### src/rtl/cfgacc_pkg.sv
package cfgacc_pkg;

    localparam int ADDR_W = 22;
    localparam int DATA_W = 16;

    typedef enum logic [1:0] {
        TGT_RCR  = 2'd0,
        TGT_BCR  = 2'd1,
        TGT_DIDR = 2'd2,
        TGT_NONE = 2'd3
    } cfg_target_e;

    typedef enum logic [1:0] {
        SQ_IDLE  = 2'd0,
        SQ_READ1 = 2'd1,
        SQ_READ2 = 2'd2,
        SQ_ARMED = 2'd3
    } seq_state_e;

    typedef struct packed {
        logic              valid;
        logic              write;
        logic              pin;
        logic [ADDR_W-1:0] addr;
        logic [DATA_W-1:0] data;
    } bus_op_t;

    typedef struct packed {
        logic              en;
        logic              write;
        cfg_target_e       tgt;
        logic [DATA_W-1:0] wdata;
    } reg_req_t;

    // Register chosen by the two select address bits in the pin method
    function automatic cfg_target_e pin_target(input logic [1:0] sel);
        case (sel)
            2'b10:   return TGT_BCR;
            2'b00:   return TGT_RCR;
            2'b01:   return TGT_DIDR;
            default: return TGT_NONE;
        endcase
    endfunction

    // Register named by the selector word of the unlock sequence
    function automatic cfg_target_e seq_target(input logic [DATA_W-1:0] code);
        case (code)
            16'h0000: return TGT_RCR;
            16'h0001: return TGT_BCR;
            16'h0002: return TGT_DIDR;
            default:  return TGT_NONE;
        endcase
    endfunction

    function automatic logic [DATA_W-1:0] build_id(input logic       row_flag,
                                                   input logic [3:0] version,
                                                   input logic [2:0] density,
                                                   input logic [2:0] generation);
        return {row_flag, version, density, generation, 5'b00000};
    endfunction

endpackage

### src/rtl/cfgacc_seq_detect.sv
module cfgacc_seq_detect
    import cfgacc_pkg::*;
#(
    parameter logic [ADDR_W-1:0] TOP_ADDR = {ADDR_W{1'b1}}
) (
    input  logic     clk,
    input  logic     rst,
    input  bus_op_t  op_i,
    output reg_req_t sw_req_o,
    output logic     seq_supp_o
);

    seq_state_e  state_q, state_d;
    cfg_target_e tgt_q, tgt_d;
    cfg_target_e code_tgt;
    logic        at_top;
    logic        code_ok;

    assign at_top   = op_i.valid && !op_i.pin && (op_i.addr == TOP_ADDR);
    assign code_tgt = seq_target(op_i.data);
    assign code_ok  = (code_tgt != TGT_NONE);

    always_comb begin
        state_d = state_q;
        tgt_d   = tgt_q;
        if (op_i.valid) begin
            if (!at_top) begin
                state_d = SQ_IDLE;
            end else begin
                case (state_q)
                    SQ_IDLE:  state_d = op_i.write ? SQ_IDLE : SQ_READ1;
                    SQ_READ1: state_d = op_i.write ? SQ_IDLE : SQ_READ2;
                    SQ_READ2: begin
                        if (op_i.write && code_ok) begin
                            state_d = SQ_ARMED;
                            tgt_d   = code_tgt;
                        end else begin
                            state_d = SQ_IDLE;
                        end
                    end
                    default:  state_d = SQ_IDLE;
                endcase
            end
        end
    end

    always_ff @(posedge clk) begin
        if (rst) begin
            state_q <= SQ_IDLE;
            tgt_q   <= TGT_NONE;
        end else begin
            state_q <= state_d;
            tgt_q   <= tgt_d;
        end
    end

    always_comb begin
        sw_req_o.en    = at_top && (state_q == SQ_ARMED);
        sw_req_o.write = op_i.write;
        sw_req_o.tgt   = tgt_q;
        sw_req_o.wdata = op_i.data;
    end

    assign seq_supp_o = at_top &&
                        (((state_q == SQ_READ2) && op_i.write && code_ok) ||
                         (state_q == SQ_ARMED));

    // a foreign or pin-method operation always restarts the detector
    assert_seq_abort_R8: assert property (@(posedge clk) disable iff (rst)
        (op_i.valid && !at_top) |=> (state_q == SQ_IDLE));

    // the armed state is only reached through a write
    assert_armed_after_write_R5: assert property (@(posedge clk) disable iff (rst)
        $rose(state_q == SQ_ARMED) |-> $past(op_i.valid && op_i.write));

endmodule

### src/rtl/cfgacc_regs.sv
module cfgacc_regs
    import cfgacc_pkg::*;
#(
    parameter logic [DATA_W-1:0] BCR_RST = 16'h9D1F,
    parameter logic [DATA_W-1:0] RCR_RST = 16'h0010,
    parameter logic [DATA_W-1:0] ID_VAL  = 16'h9340
) (
    input  logic              clk,
    input  logic              rst,
    input  reg_req_t          req_i,
    output logic              rd_valid_o,
    output logic [DATA_W-1:0] rd_data_o,
    output logic [DATA_W-1:0] bcr_o,
    output logic [DATA_W-1:0] rcr_o
);

    logic [DATA_W-1:0] bcr_q, rcr_q, rd_q, rd_mux;
    logic              rdv_q;
    logic              wr_bcr, wr_rcr, rd_en;

    assign wr_bcr = req_i.en && req_i.write && (req_i.tgt == TGT_BCR);
    assign wr_rcr = req_i.en && req_i.write && (req_i.tgt == TGT_RCR);
    assign rd_en  = req_i.en && !req_i.write;

    always_comb begin
        case (req_i.tgt)
            TGT_BCR:  rd_mux = bcr_q;
            TGT_RCR:  rd_mux = rcr_q;
            TGT_DIDR: rd_mux = ID_VAL;
            default:  rd_mux = '0;
        endcase
    end

    always_ff @(posedge clk) begin
        if (rst) begin
            bcr_q <= BCR_RST;
            rcr_q <= RCR_RST;
            rdv_q <= 1'b0;
            rd_q  <= '0;
        end else begin
            if (wr_bcr) bcr_q <= req_i.wdata;
            if (wr_rcr) rcr_q <= req_i.wdata;
            rdv_q <= rd_en;
            rd_q  <= rd_en ? rd_mux : '0;
        end
    end

    assign rd_valid_o = rdv_q;
    assign rd_data_o  = rd_q;
    assign bcr_o      = bcr_q;
    assign rcr_o      = rcr_q;

    // the bus register only moves on a write aimed at it
    assert_bcr_hold_R2: assert property (@(posedge clk) disable iff (rst)
        !(req_i.en && req_i.write && req_i.tgt == TGT_BCR) |=> $stable(bcr_o));

    // identification reads always return the fixed word
    assert_id_fixed_R4: assert property (@(posedge clk) disable iff (rst)
        (req_i.en && !req_i.write && req_i.tgt == TGT_DIDR) |=> (rd_data_o == ID_VAL));

endmodule

### src/rtl/cfgacc_unit.sv
module cfgacc_unit
    import cfgacc_pkg::*;
#(
    parameter int                SEL_LSB    = 18,
    parameter logic [DATA_W-1:0] BCR_RST    = 16'h9D1F,
    parameter logic [DATA_W-1:0] RCR_RST    = 16'h0010,
    parameter logic              ID_ROW     = 1'b1,
    parameter logic [3:0]        ID_VERSION = 4'h2,
    parameter logic [2:0]        ID_DENSITY = 3'd3,
    parameter logic [2:0]        ID_GEN     = 3'd2
) (
    input  logic              clk,
    input  logic              rst,
    input  logic              op_valid_i,
    input  logic              op_write_i,
    input  logic              op_pin_i,
    input  logic [ADDR_W-1:0] op_addr_i,
    input  logic [DATA_W-1:0] op_data_i,
    output logic              array_suppress_o,
    output logic              rd_valid_o,
    output logic [DATA_W-1:0] rd_data_o,
    output logic [DATA_W-1:0] bcr_o,
    output logic [DATA_W-1:0] rcr_o
);

    localparam logic [ADDR_W-1:0] TOP_ADDR = {ADDR_W{1'b1}};
    localparam logic [DATA_W-1:0] ID_VAL   = build_id(ID_ROW, ID_VERSION, ID_DENSITY, ID_GEN);

    bus_op_t  op;
    reg_req_t pin_req, sw_req, req;
    logic     seq_supp;

    always_comb begin
        op.valid = op_valid_i;
        op.write = op_write_i;
        op.pin   = op_pin_i;
        op.addr  = op_addr_i;
        op.data  = op_data_i;
    end

    always_comb begin
        pin_req.en    = op_valid_i && op_pin_i;
        pin_req.write = op_write_i;
        pin_req.tgt   = pin_target(op_addr_i[SEL_LSB+1:SEL_LSB]);
        pin_req.wdata = op_addr_i[DATA_W-1:0];
    end

    assign req = op_pin_i ? pin_req : sw_req;

    cfgacc_seq_detect #(.TOP_ADDR(TOP_ADDR)) u_seq (
        .clk        (clk),
        .rst        (rst),
        .op_i       (op),
        .sw_req_o   (sw_req),
        .seq_supp_o (seq_supp)
    );

    cfgacc_regs #(.BCR_RST(BCR_RST), .RCR_RST(RCR_RST), .ID_VAL(ID_VAL)) u_regs (
        .clk        (clk),
        .rst        (rst),
        .req_i      (req),
        .rd_valid_o (rd_valid_o),
        .rd_data_o  (rd_data_o),
        .bcr_o      (bcr_o),
        .rcr_o      (rcr_o)
    );

    assign array_suppress_o = (op_valid_i && op_pin_i) || seq_supp;

    // every pin-method operation is hidden from the array
    assert_pin_suppress_R7: assert property (@(posedge clk) disable iff (rst)
        (op_valid_i && op_pin_i) |-> array_suppress_o);

    // a pin-method read returns data on the following cycle
    assert_pin_read_R3: assert property (@(posedge clk) disable iff (rst)
        (op_valid_i && op_pin_i && !op_write_i) |=> rd_valid_o);

    // read data appears only after a read operation
    assert_rd_after_read_R6: assert property (@(posedge clk) disable iff (rst)
        rd_valid_o |-> $past(op_valid_i && !op_write_i));

endmodule

### config.mk
export PLATFORM = sky130hd
export DESIGN_NAME = cfgacc_unit
export DESIGN_NICKNAME = d
export VERILOG_FILES = /design/src/rtl/cfgacc_pkg.sv /design/src/rtl/cfgacc_seq_detect.sv /design/src/rtl/cfgacc_regs.sv /design/src/rtl/cfgacc_unit.sv
export SDC_FILE = /design/constraint.sdc
export NUM_CORES = 1
export LEC_CHECK = 0
export ABC_AREA = 1
export BUFFER_PORTS_ARGS = -buffer_cell sky130_fd_sc_hd__clkbuf_2
export CORE_AREA = 2 2 82 76
export CTS_CLUSTER_SIZE = 10
export DETAILED_ROUTE_END_ITERATION = 8
export DIE_AREA = 0 0 84 78
export PLACE_DENSITY = 0.77
export SLEW_MARGIN = 20
export SYNTH_ARGS = -nofsm -noshare
export SYNTH_HDL_FRONTEND = slang
export SYNTH_SLANG_ARGS = --single-unit
### constraint.sdc
create_clock -name clk -period 1.75 [get_ports clk]
set_clock_uncertainty 0.15 [all_clocks]
set_input_delay 0.0875 -clock clk [delete_from_list [all_inputs] [get_ports clk]]
set_output_delay 0.0875 -clock clk [all_outputs]
set_load 0.005 [all_outputs]
* Word level (Yosys, flattened, before mapping)
Index checks and enable logic that the tools add are counted. Widths: inputs -> output; s select.
Storage, ports and cells: input bits 43, bits in registers 53, word-level logic and storage cells 49
Operators by class: reductions and logical operators 22, mux-type cells 9, bitwise gates (word level) 1, equal/unequal tests 11
Operators by type and width (count):
- $pmux 16 s3 | 1
- $eq 22x22->1 const B | 1
- $mux 20 | 1
- $pmux 2 s3 | 3
- $eq 16x1->1 const B | 1
- $eq 16x2->1 const B | 1
- $logic_not 16->1 | 1
- $logic_and 1x1->1 | 12
- $eq 2x2->1 const B | 4
- $eq 2x1->1 const B | 3
- $logic_not 2->1 | 3
- $mux 2 | 3
- $reduce_and 4->1 | 1
- $logic_not 1->1 | 2
- $logic_or 1x1->1 | 2
- $ne 2x2->1 const B | 1
- $reduce_or 2->1 | 1
- $mux 1 | 1
- $not 1->1 | 1

* Depth between registers and ports, before layout
depth in word-level cells 9, mapped depth 11

* Cells and area by module
Synthesis repeated with hierarchy kept, for this count alone.
Second synthesis, totals: cell total of the unflattened synthesis 448, area, all modules 2855.2 µm²
Modules (own cells, without submodules):
- cfgacc_regs | instances 1, area each 1909.3 µm², cells an instance 258
- cfgacc_seq_detect | instances 1, area each 671.9 µm², cells an instance 123
- cfgacc_unit | instances 1, area each 274.0 µm², cells an instance 67

* Worst setup path after synthesis
OpenSTA, ideal clock, no wires.
path kind register to register, start register u_seq.state_q[1], end register u_regs.bcr_q[9] (netlist: u_regs.bcr_o[9]), setup slack 0.310 ns, path buffers 1, period minus slack after synthesis 1.440 ns, data required time 1.490 ns, data arrival time 1.180 ns, setup time 0.110 ns, cell stages (with the launch flop) 9, path through dfxtp_1 > nand2_1 > inv_1 > nand3_1 > nand2_2 > clkbuf_1 > nand4_1 > nand2_1 > nor2_1
On the way: word-level cells in the longest chain between the ends 5
RTL lines:
- start, declared | RTL line cfgacc_seq_detect.sv:13 | seq_state_e state_q, state_d;
- start signal, assigned | RTL line cfgacc_seq_detect.sv:52 | state_q <= state_d;
- $eq 2x2->1 | RTL line cfgacc_seq_detect.sv:58 | sw_req_o.en = at_top && (state_q == SQ_ARMED);
- $logic_and 1x1->1 | RTL line cfgacc_seq_detect.sv:58
- $mux 20 | RTL line cfgacc_unit.sv:48 | assign req = op_pin_i ? pin_req : sw_req;
- $logic_and 1x1->1 (2 in series) | RTL line cfgacc_regs.sv:21 | assign wr_bcr = req_i.en && req_i.write && (req_i.tgt == TGT_BCR);
- end signal, assigned | RTL line cfgacc_regs.sv:41 | if (wr_bcr) bcr_q <= req_i.wdata;
- end, declared | RTL line cfgacc_regs.sv:17 | logic [DATA_W-1:0] bcr_q, rcr_q, rd_q, rd_mux;
Every way passes these cells. A chain may end at the register's enable or synchronous reset.

* Final worst setup path
start register u_seq.state_q[1], end output port array_suppress_o
On the way: word-level cells in the longest chain between the ends 6, elaborated cells between the ends (all ways) 7, classes of those cells eq/ne: 2; reduce/logical: 5
RTL lines:
- $eq 2x2->1 | RTL line cfgacc_seq_detect.sv:65 | (((state_q == SQ_READ2) && op_i.write && code_ok) ||
- $logic_and 1x1->1 (2 in series) | RTL line cfgacc_seq_detect.sv:65
- $logic_or 1x1->1 (*) | RTL line cfgacc_seq_detect.sv:65
- $logic_and 1x1->1 (*) | RTL line cfgacc_seq_detect.sv:64 | assign seq_supp_o = at_top &&
- $logic_or 1x1->1 (*) | RTL line cfgacc_unit.sv:68 | assign array_suppress_o = (op_valid_i && op_pin_i) || seq_supp;
- end, declared | RTL line cfgacc_unit.sv:19 | output logic array_suppress_o,
Every way passes the cells marked *; elsewhere a longest branch is shown, timed or not.

==> impl_metrics.csv <==
group,metric,value,unit
status,status,"finished clean",
clock_tree,cts_root_buffer,"sky130_fd_sc_hd__clkbuf_8",
pwr,total_leakage_power,1.72,nW
clock_tree,max-clock-path-buffers,2,
route,num_vias,2863,
route,first_iter_violations,291,
critical_path,endpoint_kind,"primary output",
clock_tree,clock_insertion_delay_worst_skew,0.31,ns
layout,mostFrequentLayoutCells,"106 x sky130_fd_sc_hd__nand2_1, 92 x sky130_fd_sc_hd__clkbuf_2, 64 x sky130_fd_sc_hd__inv_1",
place,placement.setup.worst_slack,0.0298,ns
layout,total_nets_final,551,
grt,grt_pass1_vias,2562,
critical_path,critical_path_required,1.51,ns
place,place.detailed.hpwl,5610,um
critical_path,r2r-start,"u_seq.tgt_q[0]",
pwr,net-switching-power,0.000638,W
timing,rsz0062_at_grt,"no",
route,drt-total-wl,7330,um
critical_path,register_to_register_setup_slack,0.12,ns
hold_path,hold_path_depth,6,
hold_path,worst_hold_startpoint,"op_valid_i",
grt,global_route_wire_length_before_repair,12300,um
pwr,cell_internal_pwr,0.00178,W
hold_path,hold_path.class,"in2reg",
timing,report.final.slew_viol_count,0,
critical_path,reg2reg_depth,7,
route,drt_drc_violations_left,0,
logic_synthesis,syn_area_per_cell,6.64,sq um
clock_tree,tritoncts,"yes",
timing,final.setup.tns,0,ns
critical_path,r2r-end,"u_regs.rcr_o[14]",
timing,achievable_clock_frequency,604,MHz
grt,antenna_found_initial,0,
floorplan,effective_utilization_at_floorplan,0.488,
layout,layout_commonest_cell,"sky130_fd_sc_hd__nand2_1",
layout,layout.filler_cells,553,
pwr,power.density_cell_area,707,mW/mm^2
timing,fin_ws,0.0944,ns
logic_synthesis,yosys_warnings,0,
clock_tree,tritoncts.num_buffers,5,
timing,worst_slew_margin_rel,0.723,
timing,timing.final.hold_violations,0,
critical_path,timing.critical_path.fanout_max,9,
critical_path,timing.setup.critical_path_class,"reg2out",
timing,final_setup_violations,0,
job,maxCapViolations,0,
route,vias_per_cell,4.94,
timing,timing.final.crit_share,0.946,
clock_tree,clock_transition_at_the_registers_of_the_reported_paths,0.09,ns
pwr,power.share.switching,0.264,
floorplan,pin_count,93,
layout,area_growth,24.7,%
route,drtPass1Iterations,6,
route,detail_route.wl_per_cell,12.7,um
clock_tree,cts_h_tree_depth,2,
grt,largest_net_degree_at_the_start_of_global_routing,20,
clock_tree,cts_sinks,53,
floorplan,core_area,0.00563,sq mm
logic_synthesis,syn-cell-area,0.00274,sq mm
timing,slew_at_the_pin_closest_to_its_max_slew_limit,0.411,ns
layout,antenna-diode-count,0,
floorplan,floorplan.rows,26,
place,dpl.cell_count,570,
pwr,pwr-share-clk,0.352,
grt,total_global_routing_overflow,0,
floorplan,die_h,78,um
critical_path,crit_path_start_kind,"register",
layout,drive_gt1_frac,0.285,
place,port_buffers,92,
hold_path,hold_end,"u_seq.state_q[0]",
layout,final_cell_count_no_fill,579,
logic_synthesis,syn_nets,456,
pwr,sequentialPowerShare,0.511,
place,gp_routability_congestion,0.862,
pwr,power.combinational.fraction,0.137,
critical_path,critical_path_arrival,1.42,ns
timing,post-route-min-period,1.66,ns
logic_synthesis,syn_inst,413,
floorplan,design.die.area,0.00655,sq mm
logic_synthesis,ys_ff_latch,53,
route,antenna_violating_nets_remaining,0,
floorplan,floorplan.die.width,84,um
grt,global_route.usage.total,0.232,
logic_synthesis,synth_seq_area_share,0.387,
logic_synthesis,ys_types,25,
pwr,vdd_drop_max,0.000381,V
cell type report:
class | count | area (sq um) | share of cell area
tap | 70 | 87.6 | 0.0256
inverter | 67 | 256 | 0.0750
multi-input combinational | 271 | 1310 | 0.381
sequential | 53 | 1060 | 0.310
timing repair buffer | 110 | 598 | 0.175
clock buffer | 5 | 68.8 | 0.0201
clock inverter | 3 | 43.8 | 0.0128
flip-flops by register name, summed over array words and instances, names as in the netlist:
register           count
u_regs.bcr_o          16
u_seq.state_q          2
u_regs.rd_data_o      16
u_seq.tgt_q            2
u_regs.rcr_o          16
u_regs.rd_valid_o      1
synthesized netlist by cell type (all sizes together):
cell type	count	area, sq um
nand2	116	460
inv	66	253
dfxtp	53	1060
nor2	45	176
nand4	36	225
nand3	21	128
o21ai	20	104
a21oi	16	83.8
buf	13	95.1
or2	10	62.6
clkbuf	9	33.8
mux2i	4	40.0
nor3	2	10.0
clkinv	1	3.75
o21bai	1	7.51
cell families after synthesis:
family | share of synthesized area
simple gates | 0.387
flops | 0.387
mux | 0.0146
compound gates | 0.0711
buf+inv | 0.140
power groups by stage:
stage	sequential (W)	combinational (W)	clock (W)
after floorplan	0.00126	0.000188	0
after global placement	0.00126	0.000320	0
after detailed placement	0.00126	0.000327	0
after CTS	0.00124	0.000329	0.000857
after global routing	0.00124	0.000373	0.000914
final	0.00124	0.000333	0.000851
how the worst max path moves through the flow:
| stage | start | end | slack, ns |
|---|---|---|---|
| finish | u_seq.state_q[1] | array_suppress_o | 0.09 |
| global route | u_seq.tgt_q[0] | u_regs.rcr_o[7] | 0.01 |
| CTS | u_seq.state_q[1] | array_suppress_o | 0.08 |
| detailed placement | op_pin_i | u_regs.bcr_o[11] | 0.03 |
| global placement | op_pin_i | u_regs.rcr_o[12] | 0.08 |
| floorplan | u_seq.state_q[1] | u_regs.bcr_o[9] | 0.31 |
per-layer routing:
layer,share of wire,wire (um),vias up,GRT usage
met3,0.070,511,6,0.0404
met5,0,0,-,0
li1,-,-,1482,-
met1,0.46,3410,1257,0.321
met2,0.45,3330,118,0.376
met4,0.012,89,0,0.0581
what timing repair did:
action | in CTS | in global routing
setup buffers | 0 | 0
resized for setup | 0 | 1
endpoints found under the hold margin | 2 | 0
hold buffers | 1 | 0
setup endpoints to repair | 0 | 5
worst max-delay path, cell delays in order, from the launching register on:
cell,delay [ns]
sky130_fd_sc_hd__dfxtp_1,0.41
sky130_fd_sc_hd__nand2_1,0.07
sky130_fd_sc_hd__inv_1,0.06
sky130_fd_sc_hd__nand3_1,0.12
sky130_fd_sc_hd__nand2_4,0.15
sky130_fd_sc_hd__o21bai_1,0.14
sky130_fd_sc_hd__clkbuf_2,0.15
per-stage QoR:
| step | total power [W] | hold slack, ns | cell area (sq um) | utilization |
|---|---|---|---|---|
| 3_3_place_gp | 0.00158 | 0.155 | 3290 | 0.585 |
| 2_1_floorplan | 0.00145 | 0.00657 | 2740 | - |
| 3_5_place_dp | 0.00159 | 0.156 | 3290 | 0.585 |
| 5_1_grt | 0.00252 | 0.0530 | 3420 | 0.608 |
| 4_1_cts | 0.00242 | 0.00827 | 3420 | 0.607 |
| 6_report | 0.00242 | 0.0125 | 3420 | 0.608 |
(Power assumes the default switching activity.)
